### src/rtl/irqnorm_pkg.sv
`timescale 1ns/1ps
package irqnorm_pkg;

    typedef enum logic [2:0] {
        TRIG_LVL_LO = 3'b000,
        TRIG_FALL   = 3'b010,
        TRIG_LVL_HI = 3'b100,
        TRIG_RISE   = 3'b110,
        TRIG_BOTH   = 3'b111
    } trig_e;

    // Register map, word indices
    localparam int unsigned REG_WORD_W    = 32;
    localparam int unsigned MAP_EN_WORD   = 'h004;
    localparam int unsigned MAP_TYPE_WORD = 'h044;
    localparam int unsigned MAP_PEND_WORD = 'h100;

    function automatic logic trig_legal(input logic [2:0] code);
        return (code == TRIG_LVL_LO) || (code == TRIG_FALL) ||
               (code == TRIG_LVL_HI) || (code == TRIG_RISE) ||
               (code == TRIG_BOTH);
    endfunction

    // bit 2 clear: source is active-low / falling
    function automatic logic trig_invert(input logic [2:0] code);
        return ~code[2];
    endfunction

    function automatic logic trig_is_edge(input logic [2:0] code);
        return code[1];
    endfunction

    function automatic logic trig_is_dual(input logic [2:0] code);
        return code[0];
    endfunction

endpackage

### src/rtl/irqnorm_sync.sv
`timescale 1ns/1ps
module irqnorm_sync #(
    parameter int unsigned WIDTH = 1
) (
    input  logic             clk,
    input  logic             rst_n,
    input  logic [WIDTH-1:0] async_i,
    output logic [WIDTH-1:0] sync_o
);

    typedef struct packed {
        logic [WIDTH-1:0] meta;
        logic [WIDTH-1:0] stable;
    } sync_t;

    sync_t st_d, st_q;

    always_comb begin
        st_d.meta   = async_i;
        st_d.stable = st_q.meta;
    end

    always_ff @(posedge clk or negedge rst_n) begin
        if (!rst_n) st_q <= '0;
        else        st_q <= st_d;
    end

    assign sync_o = st_q.stable;

endmodule

### src/rtl/irqnorm_regs.sv
`timescale 1ns/1ps
module irqnorm_regs
    import irqnorm_pkg::*;
#(
    parameter int unsigned NPINS  = 168,
    parameter int unsigned ADDR_W = 10
) (
    input  logic                  clk,
    input  logic                  rst_n,
    input  logic                  we,
    input  logic [ADDR_W-1:0]     addr,
    input  logic [31:0]           wdata,
    input  logic [NPINS-1:0]      pend_i,
    output logic [31:0]           rdata,
    output logic [NPINS-1:0]      en_o,
    output logic [NPINS-1:0][2:0] typ_o,
    output logic [NPINS-1:0]      clr_o
);

    typedef struct packed {
        logic [NPINS-1:0]      en;
        logic [NPINS-1:0][2:0] typ;
    } cfg_t;

    cfg_t        cfg_d, cfg_q;
    int unsigned aw;

    assign aw = 32'(addr);

    always_comb begin
        cfg_d = cfg_q;
        clr_o = '0;
        if (we) begin
            for (int p = 0; p < NPINS; p++) begin
                if (aw == MAP_EN_WORD + p / REG_WORD_W)
                    cfg_d.en[p] = wdata[p % REG_WORD_W];
                if (aw == MAP_PEND_WORD + p / REG_WORD_W)
                    clr_o[p] = wdata[p % REG_WORD_W];
                if ((aw == MAP_TYPE_WORD + p) && trig_legal(wdata[2:0]))
                    cfg_d.typ[p] = wdata[2:0];
            end
        end
    end

    always_comb begin
        rdata = '0;
        for (int p = 0; p < NPINS; p++) begin
            if (aw == MAP_EN_WORD + p / REG_WORD_W)
                rdata[p % REG_WORD_W] = cfg_q.en[p];
            if (aw == MAP_PEND_WORD + p / REG_WORD_W)
                rdata[p % REG_WORD_W] = pend_i[p];
            if (aw == MAP_TYPE_WORD + p)
                rdata[2:0] = cfg_q.typ[p];
        end
    end

    always_ff @(posedge clk or negedge rst_n) begin
        if (!rst_n) begin
            cfg_q.en <= '0;
            for (int p = 0; p < NPINS; p++) cfg_q.typ[p] <= TRIG_LVL_HI;
        end else begin
            cfg_q <= cfg_d;
        end
    end

    assign en_o  = cfg_q.en;
    assign typ_o = cfg_q.typ;

endmodule

### src/rtl/irqnorm_cond.sv
`timescale 1ns/1ps
module irqnorm_cond
    import irqnorm_pkg::*;
(
    input  logic       clk,
    input  logic       rst_n,
    input  logic       sig_i,
    input  logic       en_i,
    input  logic [2:0] typ_i,
    input  logic       clr_i,
    output logic       out_o,
    output logic       pend_o
);

    typedef struct packed {
        logic nprev;
        logic out;
        logic pend;
    } cond_t;

    cond_t st_d, st_q;
    logic  norm;
    logic  evt;

    always_comb begin
        norm = sig_i ^ trig_invert(typ_i);
        if (trig_is_dual(typ_i)) evt = norm ^ st_q.nprev;
        else                     evt = norm & ~st_q.nprev;

        st_d.nprev = norm;
        st_d.out   = en_i & (trig_is_edge(typ_i) ? evt : norm);
        st_d.pend  = (st_q.pend & ~clr_i) | (en_i & trig_is_edge(typ_i) & evt);
    end

    always_ff @(posedge clk or negedge rst_n) begin
        if (!rst_n) st_q <= '0;
        else        st_q <= st_d;
    end

    assign out_o  = st_q.out;
    assign pend_o = st_q.pend;

endmodule

### src/rtl/irqnorm_top.sv
`timescale 1ns/1ps
module irqnorm_top
    import irqnorm_pkg::*;
#(
    parameter int unsigned NPINS  = 168,
    parameter int unsigned ADDR_W = 10
) (
    input  logic              clk,
    input  logic              rst_n,
    input  logic [NPINS-1:0]  irq_in,
    input  logic              reg_we,
    input  logic [ADDR_W-1:0] reg_addr,
    input  logic [31:0]       reg_wdata,
    output logic [31:0]       reg_rdata,
    output logic [NPINS-1:0]  irq_out,
    output logic              wake_req,
    input  logic              wake_ack
);

    typedef struct packed {
        logic req;
    } wake_t;

    logic [NPINS-1:0]      sync_sig;
    logic [NPINS-1:0]      pin_en;
    logic [NPINS-1:0][2:0] pin_typ;
    logic [NPINS-1:0]      pin_clr;
    logic [NPINS-1:0]      pin_pend;
    wake_t                 wk_d, wk_q;

    irqnorm_sync #(.WIDTH(NPINS)) u_sync (
        .clk     (clk),
        .rst_n   (rst_n),
        .async_i (irq_in),
        .sync_o  (sync_sig)
    );

    irqnorm_regs #(.NPINS(NPINS), .ADDR_W(ADDR_W)) u_regs (
        .clk    (clk),
        .rst_n  (rst_n),
        .we     (reg_we),
        .addr   (reg_addr),
        .wdata  (reg_wdata),
        .pend_i (pin_pend),
        .rdata  (reg_rdata),
        .en_o   (pin_en),
        .typ_o  (pin_typ),
        .clr_o  (pin_clr)
    );

    for (genvar p = 0; p < NPINS; p++) begin : g_pin
        irqnorm_cond u_cond (
            .clk    (clk),
            .rst_n  (rst_n),
            .sig_i  (sync_sig[p]),
            .en_i   (pin_en[p]),
            .typ_i  (pin_typ[p]),
            .clr_i  (pin_clr[p]),
            .out_o  (irq_out[p]),
            .pend_o (pin_pend[p])
        );
    end

    always_comb begin
        wk_d.req = (|(irq_out | pin_pend)) | (wk_q.req & ~wake_ack);
    end

    always_ff @(posedge clk or negedge rst_n) begin
        if (!rst_n) wk_q <= '0;
        else        wk_q <= wk_d;
    end

    assign wake_req = wk_q.req;

endmodule

### config.mk
export PLATFORM = sky130hd
export DESIGN_NAME = irqnorm_top
export DESIGN_NICKNAME = d
export VERILOG_FILES = /design/src/rtl/irqnorm_pkg.sv /design/src/rtl/irqnorm_sync.sv /design/src/rtl/irqnorm_regs.sv /design/src/rtl/irqnorm_cond.sv /design/src/rtl/irqnorm_top.sv
export SDC_FILE = /design/constraint.sdc
export NUM_CORES = 2
export LEC_CHECK = 0
export BUFFER_PORTS_ARGS = -buffer_cell sky130_fd_sc_hd__buf_2
export CELL_PAD_IN_SITES_DETAIL_PLACEMENT = 0
export CELL_PAD_IN_SITES_GLOBAL_PLACEMENT = 1
export CORE_MARGIN = 8
export CORE_UTILIZATION = 50
export CTS_CLUSTER_SIZE = 20
export DETAILED_ROUTE_END_ITERATION = 6
export GPL_TIMING_DRIVEN = 0
export PLACE_DENSITY = 0.79
export SYNTH_ARGS = -nofsm -noshare
export SYNTH_HDL_FRONTEND = slang
export SYNTH_HIERARCHICAL = 1
export SYNTH_SLANG_ARGS = --single-unit
### constraint.sdc
create_clock -name clk -period 2.7 [get_ports clk]
set_input_delay 0 -clock clk [delete_from_list [all_inputs] [get_ports clk]]
set_output_delay 0 -clock clk [all_outputs]
set_load 0.005 [all_outputs]
=== Word-level counts from Yosys, hierarchy flattened ===
Index checks and enable logic that the tools add are counted.

* Output and inout port bits: 201
* Bits of input ports: 214
* Register bits after elaboration: 1,513
* Logic and storage cells: 4,074

* Multiplexer cells: 1,009
* Reductions and logical operators: 348
* Eq/ne operators: 184
* Bitwise operators: 1,852

{| class="wikitable"
|+ Operator list
! kind !! number
|-
| == test 10 x 8 -> 1 bit (second input constant) || 108
|-
| AND 1 bit || 841
|-
| two-way mux 1 bit || 840
|-
| == test 10 x 7 -> 1 bit (second input constant) || 60
|-
| inverter 1 bit || 505
|-
| two-way mux 3 bit || 168
|-
| AND reduction 2 bit || 174
|-
| XOR 1 bit || 336
|-
| OR 1 bit || 169
|-
| logical AND 1 bit || 168
|-
| two-way mux 168 bit || 1
|-
| OR 168 bit || 1
|-
| OR reduction 168 bit || 1
|-
| == test 10 x 9 -> 1 bit (second input constant) || 6
|-
| == test 10 x 3 -> 1 bit (second input constant) || 4
|-
| == test 10 x 4 -> 1 bit (second input constant) || 2
|-
| == test 3 bit (second input constant) || 3
|-
| logical OR 1 bit || 4
|-
| == test 3 x 2 -> 1 bit (second input constant) || 1
|-
| zero test 3 bit || 1
|}

=== Depth between registers and ports, before layout ===
* Word-level depth: 205
* Depth in mapped cells: 13
* Depth with buffers taken out: 9

=== Cells and area by module ===
The synthesis kept the hierarchy.

{| class="wikitable"
|+ Modules (own cells, without submodules)
! module !! cells an instance !! area each (µm²) !! sequential area each (µm²) !! instances
|-
| irqnorm_regs || 3,269 || 35,228.8 || 17,026.3 || 1
|-
| irqnorm_cond || 13 || 145.1 || 75.1 || 168
|-
| irqnorm_sync || 336 || 8,408.1 || 8,408.1 || 1
|-
| irqnorm_top || 115 || 742.0 || 25.0 || 1
|}

=== Worst setup path after synthesis ===
Ideal clock, no wire load.

* Path kind: input -> output
* From: input port reg_addr[2]
* To: output port reg_rdata[1]
* Required time: 2.700 ns
* Cell stages on the path: 12
* Buffers on the path: 4
* Data arrival time: 2.270 ns
* Slack: 0.430 ns
* Cells stage by stage: buf_2 -> or4b_1 -> buf_2 -> buf_6 -> buf_6 -> o21ai_2 -> o221ai_2 -> a31oi_1 -> o221ai_1 -> or3_1 -> o31ai_1 -> o211ai_1

* Word-level cells in the longest chain between the ends: 181
* Elaborated cells between the ends (all ways): 360
* Classes of those cells: eq/ne: 180; mux: 180

{| class="wikitable"
|+ Ends and longest elaborated chain
! what !! RTL line !! text
|-
| start, declared || irqnorm_top.sv:12 || <nowiki>input logic [ADDR_W-1:0] reg_addr,</nowiki>
|-
| == test 10 x 7 -> 1 bit || irqnorm_regs.sv:52 || <nowiki>if (aw == MAP_TYPE_WORD + p)</nowiki>
|-
| two-way mux 3 bit || irqnorm_regs.sv:52 ||
|-
| two-way mux 1 bit || irqnorm_regs.sv:48 || <nowiki>if (aw == MAP_EN_WORD + p / REG_WORD_W)</nowiki>
|-
| two-way mux 1 bit || irqnorm_regs.sv:50 || <nowiki>if (aw == MAP_PEND_WORD + p / REG_WORD_W)</nowiki>
|-
| two-way mux 3 bit (32 in a row) || irqnorm_regs.sv:52 ||
|-
| two-way mux 1 bit || irqnorm_regs.sv:48 ||
|-
| two-way mux 1 bit || irqnorm_regs.sv:50 ||
|-
| two-way mux 3 bit (32 in a row) || irqnorm_regs.sv:52 ||
|-
| [36 not listed] || -- ||
|-
| two-way mux 3 bit (32 in a row) || irqnorm_regs.sv:52 ||
|-
| two-way mux 1 bit || irqnorm_regs.sv:48 ||
|-
| two-way mux 1 bit || irqnorm_regs.sv:50 ||
|-
| two-way mux 3 bit (32 in a row) || irqnorm_regs.sv:52 ||
|-
| two-way mux 1 bit || irqnorm_regs.sv:48 ||
|-
| two-way mux 1 bit || irqnorm_regs.sv:50 ||
|-
| two-way mux 3 bit (6 in a row) || irqnorm_regs.sv:52 ||
|-
| two-way mux 3 bit (*) || irqnorm_regs.sv:52 ||
|-
| end, declared || irqnorm_top.sv:14 || <nowiki>output logic [31:0] reg_rdata,</nowiki>
|}

Mark *: on every way between the ends. The rest lies on a longest branch, timed or not.

=== Worst setup path in the final report ===
* From: input port reg_addr[0]
* To: output port reg_rdata[2]

* Word-level cells in the longest chain between the ends: 181
* Elaborated cells between the ends (all ways): 360
* Classes of those cells: eq/ne: 180; mux: 180

{| class="wikitable"
|+ Ends and longest elaborated chain
! what !! RTL line
|-
| == test 10 x 7 -> 1 bit || irqnorm_regs.sv:52
|-
| two-way mux 3 bit (2 in a row) || irqnorm_regs.sv:52
|-
| two-way mux 1 bit || irqnorm_regs.sv:48
|-
| two-way mux 1 bit || irqnorm_regs.sv:50
|-
| two-way mux 3 bit (32 in a row) || irqnorm_regs.sv:52
|-
| two-way mux 1 bit || irqnorm_regs.sv:48
|-
| two-way mux 1 bit || irqnorm_regs.sv:50
|-
| two-way mux 3 bit (32 in a row) || irqnorm_regs.sv:52
|-
| [36 not listed] || --
|-
| two-way mux 3 bit (32 in a row) || irqnorm_regs.sv:52
|-
| two-way mux 1 bit || irqnorm_regs.sv:48
|-
| two-way mux 1 bit || irqnorm_regs.sv:50
|-
| two-way mux 3 bit (32 in a row) || irqnorm_regs.sv:52
|-
| two-way mux 1 bit || irqnorm_regs.sv:48
|-
| two-way mux 1 bit || irqnorm_regs.sv:50
|-
| two-way mux 3 bit (5 in a row) || irqnorm_regs.sv:52
|-
| two-way mux 3 bit (*) || irqnorm_regs.sv:52
|}

Marked as above.

==> flow_summary.json <==
{
  "layout.cells.non_filler": 8920,
  "drtPass1Iterations": 7,
  "worst_pin_slew_ns": 1.79,
  "wire_length_of_the_first_global_routing_pass_um": 487000,
  "timing.critical_path.to_type": "output port",
  "r2r_slack_ns": -0.38,
  "grt_pass1_vias": 57700,
  "post-synth-top-area-fraction": 0.489,
  "postSynthCellCount": 5904,
  "groute.usage.overall": 0.472,
  "design.die.area_mm2": 0.150,
  "synth_compound_gate_area_share": 0.114,
  "yosys_warnings": 6,
  "max-cap-violations": 6,
  "finalCriticalPeriod_ns": 3.81,
  "violations_in_the_final_reports": "design-rule violations, negative hold slack, max-capacitance violations, max-slew violations, negative setup slack",
  "post-place-cells": 8141,
  "synthArstFlopShare": 1.00,
  "synthToLayoutAreaGrowth_pct": 25.5,
  "clockRootBuffer": "clkbuf_16",
  "setup.worst_path.end": "reg_rdata[2]",
  "die_width_um": 387,
  "crit_path_top_delay_cell": "clkbuf_4",
  "dominantRegCellSynth": "dfrtp_1",
  "rr_startpoint": "g_pin[35].u_cond/pend_o",
  "synth.cells.most_frequent": "dfrtp_1, mux2_2, nor2_1",
  "syn-cell-area_mm2": 0.0688,
  "power_per_cell_area_mw_per_mm2": 609,
  "cp_max_fo": 10,
  "fin_worst_skew_ns": 0.0388,
  "floorplan.die.height_um": 387,
  "tritoncts": "built",
  "synth_top_cell_by_area": "dfrtp_1",
  "maximum_cell_stage_delay_along_the_critical_path_ns": 0.54,
  "nets_in_the_synthesized_netlist": 6286,
  "path_class": "input pin to output port",
  "clk_path_buf_depth": 3,
  "timing.final.crit_share": 1.41,
  "power_w": 0.0526,
  "synth_simple_gate_area_frac": 0.125,
  "grt_util_met3": 0.200,
  "static-leakage-power_nw": 41.4,
  "min_path_type": "input pin to async pin",
  "vdd.ir_drop.worst_v": 0.000874,
  "yosys.area_share.adder": 0.0306,
  "cp_cell_sequence": "buf_2 > buf_6 > nor2b_1 > clkbuf_4 > nand2_4 > clkbuf_4 > o21ai_0 > o31ai_2 > nand3b_1 > a211oi_4 > o2111ai_4 > a21oi_2 > buf_2",
  "finalHoldViolCount": 95,
  "tns_ns": -17.00,
  "muxShareOfSynthArea": 0.120,
  "finalWirelength_um": 365000,
  "grt_use_met1": 0.588,
  "status": "finished with violations",
  "postLayoutSetupSlackWorst_ns": -1.11,
  "synthMostInstantiatedCell": "dfrtp_1",
  "synth-xor-area-share": 0.0215,
  "yosys_register_bits": 1513,
  "drt.antenna.violating_nets": 0,
  "cts_hold_repair.buffers": 372,
  "place.port_buffers": 413,
  "worst_setup_path_startpoint": "reg_addr[0]",
  "htreeDepth": 4,
  "timing.hold.ws_ns": -0.122,
  "ff2ff_path_depth": 5,
  "dp_hpwl_um": 270000,
  "power.internal_w": 0.0395,
  "synth_area_leaders": "dfrtp_1, mux2_2, dfstp_2",
  "number_of_buffers_added_by_the_clock_tree_synthesis_step": 162,
  "max_clock_freq_ghz": 0.263,
  "placementRows": 136,
  "detailroute.via_count": 59900,
  "worst_slew_margin_rel": -0.192,
  "critical_path_required_ns": 2.70,
  "rsz0062_at_grt": "true",
  "use_met2": 0.651,
  "power_frac_clock": 0.473,
  "gp_routability_congestion": 1.09,
  "post_route_cells_drive_above_1_share": 0.310,
  "clock_tree_sinks": 1513,
  "synth_top_family_by_area": "simple AND/OR/NAND/NOR gates",
  "clock_insertion_delay_worst_skew_ns": 0.82,
  "gr-max-usage-layer": "met2",
  "grt_remaining_overflow": 0,
  "route.detailed.drc": 8,
  "switching_part_of_the_total": 0.248,
  "clk_transition_reported_paths_ns": 0.06,
  "final_max_slew_viol_count": 66,
  "detail_route.wl_per_cell_um": 40.9,
  "start_util": 0.502,
  "finalNetCount": 7306,
  "ios": 415,
  "avgSynthCellArea_um2": 11.6,
  "number_of_drc_markers_in_iteration_0": 8989,
  "cp-start-kind": "input pin",
  "drt-vias-per-instance": 6.71,
  "grt_start_max_net_pins": 178,
  "antenna_violations_before_repair": 50,
  "timing.final.setup_violations": 127,
  "yosysSeqAreaShare": 0.554,
  "cell_variety_after_synth": 90,
  "share_seq_of_total_power": 0.452,
  "synth-edff-count": 0,
  "area_of_the_core_region_mm2": 0.137,
  "logic_pwr_share": 0.075,
  "cp.arrival_ns": 3.81,
  "power_switching_w": 0.0130,
  "r2r_end": "wake_req"
}
flip-flops by register name (all words and copies together) (netlist names):
signal	flops
u_sync/st_d	168
u_regs/typ_o	504
g_pin.u_cond/pend_o	168
u_sync/sync_o	168
wake_req	1
g_pin.u_cond/out_o	168
u_regs/en_o	168
g_pin.u_cond/st_q	168
cell usage in the layout (no fill, tap or decap), types with 171 or more instances in the layout:
| cell type | count |
|---|---|
| buf_2 | 430 |
| clkbuf_16 | 173 |
| dfrtp_1 | 1327 |
| dlygate4sd3_1 | 369 |
| inv_1 | 343 |
| mux2_2 | 690 |
| nand2_1 | 340 |
| nand3b_1 | 171 |
| nor2_1 | 417 |
| nor2b_1 | 349 |
| o21ai_1 | 193 |
layout make-up:
class	count	area, um2
inverter	344	1290
sequential	1513	38100
antenna	61	153
buffer	279	2040
timing repair buffer	861	6830
clock buffer	232	4770
clock inverter	73	1250
tap	1794	2240
fill	10800	50700
multi-input combinational	3763	29600
through the flow:
step	setup WS [ns]	cell area [um2]	utilization
after floorplan	0.430	68800	-
after global placement	-31.34	73100	0.533
after detailed placement	-3.54	73800	0.538
after CTS	-0.841	85800	0.627
after global routing	-0.953	86200	0.629
final	-1.11	86300	0.630
routing by layer:
| layer | up-vias | share of wire |
|---|---|---|
| met5 | - | 0.00036 |
| met4 | 20 | 0.095 |
| met3 | 1394 | 0.14 |
| met2 | 4872 | 0.40 |
| met1 | 30400 | 0.37 |
| li1 | 23200 | - |
timing repair:
action,in CTS,in global routing
cloned,1,1
buffers inserted,40,4
hold endpoints to repair,676,86
pin swaps,70,33
gates resized for setup,530,79
endpoints found under the setup margin,603,390
logic make-up (layout without fill, tap and decap cells):
family,Yosys count,after routing
adders and majority gates,168,168
buffers and inverters,628,1789
DFF,1513,1513
and+or+nand+nor,1651,1651
AOI/OAI and AO/OA,1044,1044
other,0,61
muxes,731,731
xor gates and xnor gates,169,169
critical path, delay by kind of cell:
kind | cells | cell delay, ns
buffers and inverters | 5 | 1.55
AO/OA/AOI/OAI | 5 | 1.54
AND/OR/NAND/NOR | 3 | 0.69
worst min path at each step:
stage	slack (ns)	endpoint	start	cells past startpoint
floorplan	-0.30	g_pin[0].u_cond/out_o	rst_n	0
global placement	0.11	u_sync/st_d[9]	irq_in[9]	1
detailed placement	0.002	u_sync/st_d[150]	rst_n	1
CTS	-0.12	u_sync/sync_o[150]	rst_n	3
global route	-0.1	u_sync/sync_o[152]	rst_n	3
finish	-0.12	u_sync/sync_o[152]	rst_n	3
power groups by stage:
stage | combinational [W] | sequential (W) | clock (W)
floorplan | 0.00121 | 0.0239 | 0
global placement | 0.00297 | 0.0241 | 0
detailed placement | 0.00310 | 0.0241 | 0
CTS | 0.00370 | 0.0237 | 0.0250
global route | 0.00403 | 0.0238 | 0.0259
finish | 0.00394 | 0.0237 | 0.0249
(Power assumes the default switching activity.)
